$ cat config.mk
export PLATFORM = sky130hd
export DESIGN_NAME = dither_lfsr
export DESIGN_NICKNAME = d
export VERILOG_FILES = /design/src/rtl/dither_lfsr_pkg.sv /design/src/rtl/dither_lfsr_ctrl.sv /design/src/rtl/dither_lfsr_dp.sv /design/src/rtl/dither_lfsr.sv
export SDC_FILE = /design/constraint.sdc
export NUM_CORES = 1
export LEC_CHECK = 0
export CELL_PAD_IN_SITES_DETAIL_PLACEMENT = 2
export CELL_PAD_IN_SITES_GLOBAL_PLACEMENT = 2
export CORE_MARGIN = 2
export CORE_UTILIZATION = 32
export CTS_BUF_LIST = sky130_fd_sc_hd__clkbuf_8
export DETAILED_ROUTE_END_ITERATION = 8
export GPL_ROUTABILITY_DRIVEN = 0
export PLACE_DENSITY = 0.89
export SLEW_MARGIN = 20
export SYNTH_ARGS = -nofsm -noshare
export SYNTH_HDL_FRONTEND = slang
export SYNTH_SLANG_ARGS = --single-unit
$ cat constraint.sdc
create_clock -name clk -period 1.7 [get_ports clk]
set_input_delay 0.255 -clock clk [delete_from_list [all_inputs] [get_ports clk]]
set_output_delay 0.255 -clock clk [all_outputs]
set_load 0.02 [all_outputs]
$ cat src/rtl/dither_lfsr_pkg.sv
package dither_lfsr_pkg;

  // Polynomials over GF(2), bit k is the coefficient of x^k.
  typedef logic [63:0] gfPoly;

  typedef struct packed {
    logic loadSeed;
    logic advance;
  } lfsrStrobe_t;

  // a * b mod (x^w + x^tap + 1)
  function automatic gfPoly mulMod(gfPoly a, gfPoly b, int w, int tap);
    logic [127:0] prod;
    prod = '0;
    for (int i = 0; i < 64; i++) begin
      if (i < w && b[i]) prod = prod ^ ({64'b0, a} << i);
    end
    for (int d = 126; d >= 0; d--) begin
      if (d >= w && prod[d]) begin
        prod[d]           = 1'b0;
        prod[d - w + tap] = ~prod[d - w + tap];
        prod[d - w]       = ~prod[d - w];
      end
    end
    return prod[63:0];
  endfunction

  // x^e mod (x^w + x^tap + 1): coefficients give a[t+e] in terms of a[t..t+w-1]
  function automatic gfPoly powX(longint unsigned e, int w, int tap);
    gfPoly acc;
    gfPoly base;
    acc  = 64'd1;
    base = 64'd2;
    for (int b = 0; b < 64; b++) begin
      if (e[b]) acc = mulMod(acc, base, w, tap);
      base = mulMod(base, base, w, tap);
    end
    return acc;
  endfunction

endpackage

$ cat src/rtl/dither_lfsr_ctrl.sv
module dither_lfsr_ctrl
  import dither_lfsr_pkg::*;
(
  input  logic        clk,
  input  logic        rst,
  input  logic        enable,
  input  logic        seedLoad,
  output lfsrStrobe_t strobes,
  output logic        validQ
);

  always_comb begin
    strobes.loadSeed = seedLoad;
    strobes.advance  = enable & ~seedLoad;
  end

  always_ff @(posedge clk) begin
    if (rst) validQ <= 1'b0;
    else     validQ <= strobes.advance;
  end

endmodule

$ cat src/rtl/dither_lfsr_dp.sv
module dither_lfsr_dp
  import dither_lfsr_pkg::*;
#(
  parameter int WIDTH = 23,
  parameter int TAP   = 18,
  parameter int LANES = 7,
  parameter logic [WIDTH-1:0] DEFAULT_SEED = WIDTH'(1)
) (
  input  logic             clk,
  input  logic             rst,
  input  lfsrStrobe_t      strobes,
  input  logic [WIDTH-1:0] seedIn,
  output logic [LANES-1:0] wordQ
);

  localparam longint unsigned PERIOD = (64'd1 << WIDTH) - 64'd1;
  localparam longint unsigned STRIDE = PERIOD / LANES;

  logic [WIDTH-1:0] stateQ;
  logic [WIDTH-1:0] stateNext;
  logic [WIDTH-1:0] loadVal;
  logic [LANES-1:0] laneBits;

  always_comb begin
    loadVal   = (seedIn == '0) ? DEFAULT_SEED : seedIn;
    stateNext = {stateQ[0] ^ stateQ[TAP], stateQ[WIDTH-1:1]};
  end

  for (genvar g = 0; g < LANES; g++) begin : gLane
    localparam gfPoly LANE_MASK = powX(longint'(g) * STRIDE, WIDTH, TAP);
    assign laneBits[g] = ^(stateQ & LANE_MASK[WIDTH-1:0]);
  end

  always_ff @(posedge clk) begin
    if (rst) begin
      stateQ <= DEFAULT_SEED;
      wordQ  <= '0;
    end else if (strobes.loadSeed) begin
      stateQ <= loadVal;
    end else if (strobes.advance) begin
      stateQ <= stateNext;
      wordQ  <= laneBits;
    end
  end

endmodule

$ cat src/rtl/dither_lfsr.sv
module dither_lfsr
  import dither_lfsr_pkg::*;
#(
  parameter int WIDTH = 23,
  parameter int TAP   = 18,
  parameter int LANES = 7,
  parameter logic [WIDTH-1:0] DEFAULT_SEED = WIDTH'(1)
) (
  input  logic             clk,
  input  logic             rst,
  input  logic             enable,
  input  logic             seedLoad,
  input  logic [WIDTH-1:0] seedIn,
  output logic [LANES-1:0] ditherWord,
  output logic             ditherValid
);

  lfsrStrobe_t strobes;

  dither_lfsr_ctrl uCtrl (
    .clk      (clk),
    .rst      (rst),
    .enable   (enable),
    .seedLoad (seedLoad),
    .strobes  (strobes),
    .validQ   (ditherValid)
  );

  dither_lfsr_dp #(
    .WIDTH        (WIDTH),
    .TAP          (TAP),
    .LANES        (LANES),
    .DEFAULT_SEED (DEFAULT_SEED)
  ) uDp (
    .clk     (clk),
    .rst     (rst),
    .strobes (strobes),
    .seedIn  (seedIn),
    .wordQ   (ditherWord)
  );

endmodule

==> results.tsv, run 1 <==
stage	metric	value	unit
run_status	status	finished, final reports clean	
pwr	vdd_ir_drop_max	0.377	mV
drt	via_count	1607	
floorplan	die_height	78.4	um
yosys	yosysTopAreaCell	dfxtp_1	
global_routing	track_usage	21.3	%
critical_path	cp-start-kind	flop	
layout	area_growth	41.2	%
clock_tree	cts_tree	done	
global_routing	grt_max_degree	18	
floorplan	row_count	27	
sta	fin_crit	1.67	ns
layout	finalNetCount	282	
floorplan	start_util	32.6	%
sta	period_share	98.3	%
global_routing	antenna_found_initial	0	
floorplan	core_area	0.00544	mm2
hold_path	hold_class	flop to flop	
sta	setup_viol	0	
sta	finClkSkew	0.0114	ns
drt	drtIter0Drc	34	
sta	whs	0.469	ns
yosys	syn-cell-area	0.00177	mm2
sta	relSlewSlack	73.8	%
global_routing	grt_pass1_wl	9.74	mm
yosys	synth_cell_type_count	25	
yosys	ys_top_cells_by_area	dfxtp_1 35%, mux2i_1 12%, xnor2_1 12%	
critical_path	cp_slowest_cell	xnor3_2	
yosys	ys_warn_count	0	
floorplan	ioPinCount	35	
layout	drive_above_1_share	19.1	%
place	dp_hpwl	4.71	mm
pwr	pwr_density_cell	935	mW/mm2
critical_path	crit_fanout	3	
critical_path	criticalPathCategory	flop to flop	
drt	wl_per_cell	18.6	um
floorplan	die_width	78.4	um
sta	rsz0062_at_grt	yes	
clock_tree	insertion_delay	0.29	ns
clock_tree	cts.sinks	31	
layout	diodes	0	
global_routing	grt_pass1_vias	1780	
yosys	yosysTopAreaCellShare	35.0	%
pwr	power.leakage	1.05	nW
clock_tree	clock_path_buffers	2	
yosys	syn_area_per_cell	8.73	um2
sta	setup-tns-final	0	ns
clock_tree	numCtsBuffers	5	
critical_path	endpoint_kind	flop	
drt	firstDrtPassIters	3	
pwr	p_switching	0.675	mW
floorplan	dieArea	0.00615	mm2
sta	tightest_slew	0.389	ns
yosys	syn_inst	203	
clock_tree	postCtsHoldBufs	0	
critical_path	slowest_delay	0.50	ns
layout	fillers	596	
pwr	comb_power_share	31.1	%
pwr	clock_power_share	32.8	%
drt	drc	0	
global_routing	gr-total-overflow	0	
pwr	p_sw_share	28.9	%
yosys	syn_nets	230	
yosys	ys_seq_area_share	35.0	%
drt	wl	6.11	mm
pwr	power	2.34	mW
clock_tree	cts_root_buffer	clkbuf_8	
drt	drtAntennaViolNets	0	
clock_tree	htree_levels	2	
clock_tree	cts.clk_slew.worst_paths	0.07	ns
sta	fmax	599	MHz
yosys	synth_seq_cells	31	
place	io_buffers	34	
pwr	seqPwrFrac	36.1	%
flow_run	max_cap_violations	0	
sta	hold_violations	0	
critical_path	worstPathCellList	xnor2_2 -> xnor3_2 -> xnor3_1 -> nand2_1 -> a21oi_2	
pwr	p_int	1.66	mW
sta	slew_violations	0	
critical_path	crit_arrival	1.85	ns
drt	drt-vias-per-instance	4.90	
critical_path	cp.required	1.88	ns
==> layout make-up <==
cell class                      instances  area (um2)  share of cell area (%)
Tap cell                               72        90.1                    3.60
Clock inverter                          2        35.0                    1.40
Timing Repair Buffer                   58         520                    20.8
Sequential cell                        31         627                    25.1
Clock buffer                            6        82.6                    3.30
Multi-Input combinational cell        159        1150                    45.8
==> layout by cell type (no fill, tap or decap) <==
cell,synthesis,routed
nor2_1,52,52
clkdlybuf4s50_1,0,34
dfxtp_1,31,26
a21oi_1,25,25
buf_4,0,24
mux2i_1,21,21
xnor2_1,24,19
nand2_1,6,6
clkbuf_8,0,6
nor4_1,5,5
xor2_1,6,5
dfxtp_2,0,5
xnor2_2,0,4
a211oi_1,3,3
nor3_1,2,2
nor2b_1,2,2
xnor3_2,1,2
xnor3_4,2,2
o21a_1,2,2
and4_1,1,1
a31oi_1,1,1
or2_2,1,1
nand2b_1,1,1
xor2_2,0,1
xnor2_4,0,1
xor3_1,1,1
xnor3_1,2,1
a21oi_2,1,1
clkinv_2,0,1
bufinv_16,0,1
==> sequential cells by signal (all words and copies together), names as in the netlist <==
register      flops
uDp.stateQ       23
uDp.wordQ         7
uCtrl.validQ      1
==> stage by stage <==
stage | std cells | utilization (%) | setup WS [ns] | area (um2)
after CTS | 324 | 45.0 | -0.0431 | 2450
after floorplan | 203 | - | 0.113 | 1770
after global placement | 316 | 42.1 | 0.0245 | 2290
after global routing | 328 | 46.0 | -0.0343 | 2500
after detailed placement | 316 | 42.1 | -0.151 | 2290
final | 328 | 46.0 | 0.0294 | 2500
==> cells by family (layout without fill, tap and decap cells) <==
| logic type | Yosys count | count (layout) | synth area share [%] |
|---|---|---|---|
| AND/OR/NAND/NOR | 70 | 70 | 16.5 |
| XOR/XNOR | 36 | 36 | 23.0 |
| flip-flops | 31 | 31 | 35.0 |
| AO/OA/AOI/OAI | 32 | 32 | 10.0 |
| multiplexers | 21 | 21 | 11.9 |
| buffers and inverters | 13 | 66 | 3.53 |
==> layer usage <==
layer  GRT usage [%]  share of wire [%]  up-vias
met3            3.33                1.7       11
li1                -                  -      780
met5               0                  0        -
met1            24.1                 41      792
met2            40.8                 56       24
met4            6.49                1.7        0
==> final timing paths <==
kind                  startpoint      endpoint  slack, ns  depth (start not counted)
setup / recovery  uDp.stateQ[15]  uDp.wordQ[1]       0.03                          5
hold / removal      uDp.wordQ[0]  uDp.wordQ[0]       0.47                          2
setup reg to reg  uDp.stateQ[15]  uDp.wordQ[1]       0.03                          5
hold reg to reg     uDp.wordQ[0]  uDp.wordQ[0]       0.47                          2
==> worst max-delay path: cells and delay by family, from the launching register on <==
kind | cells | cell delay, ns
compound gates | 1 | 0.06
xor+xnor | 3 | 1.09
flops | 1 | 0.34
simple gates | 1 | 0.10
==> cell usage after synthesis <==
| library cell | count |
|---|---|
| a211oi_1 | 3 |
| a21oi_1 | 25 |
| a21oi_2 | 1 |
| a31oi_1 | 1 |
| and4_1 | 1 |
| buf_1 | 1 |
| buf_2 | 2 |
| buf_8 | 1 |
| clkbuf_1 | 9 |
| dfxtp_1 | 31 |
| mux2i_1 | 21 |
| nand2_1 | 6 |
| nand2b_1 | 1 |
| nor2_1 | 52 |
| nor2b_1 | 2 |
| nor3_1 | 2 |
| nor4_1 | 5 |
| o21a_1 | 2 |
| or2_2 | 1 |
| xnor2_1 | 24 |
| xnor3_1 | 2 |
| xnor3_2 | 1 |
| xnor3_4 | 2 |
| xor2_1 | 6 |
| xor3_1 | 1 |
==> what timing repair did <==
item,in CTS,in global routing
buffers inserted,0,4
pin swaps,1,6
setup endpoints to repair,4,4
endpoints found under the hold margin,0,0
resized for setup,6,7
==> power groups by stage <==
| stage | clock network, mW | logic (mW) | registers, mW |
|---|---|---|---|
| final | 0.767 | 0.726 | 0.845 |
| after global routing | 0.821 | 0.786 | 0.850 |
| after CTS | 0.784 | 0.712 | 0.840 |
| after detailed placement | 0 | 0.695 | 0.853 |
| after global placement | 0 | 0.646 | 0.847 |
| after floorplan | 0 | 0.424 | 0.857 |
Power figures use the tool's default switching activity.
==> run 2: changes to the inputs <==
Settings changed: SLEW_MARGIN 20 to not set.
==> results of run 2 <==
Same layout as run 1: the final DEF is identical, and so are final timing and power.
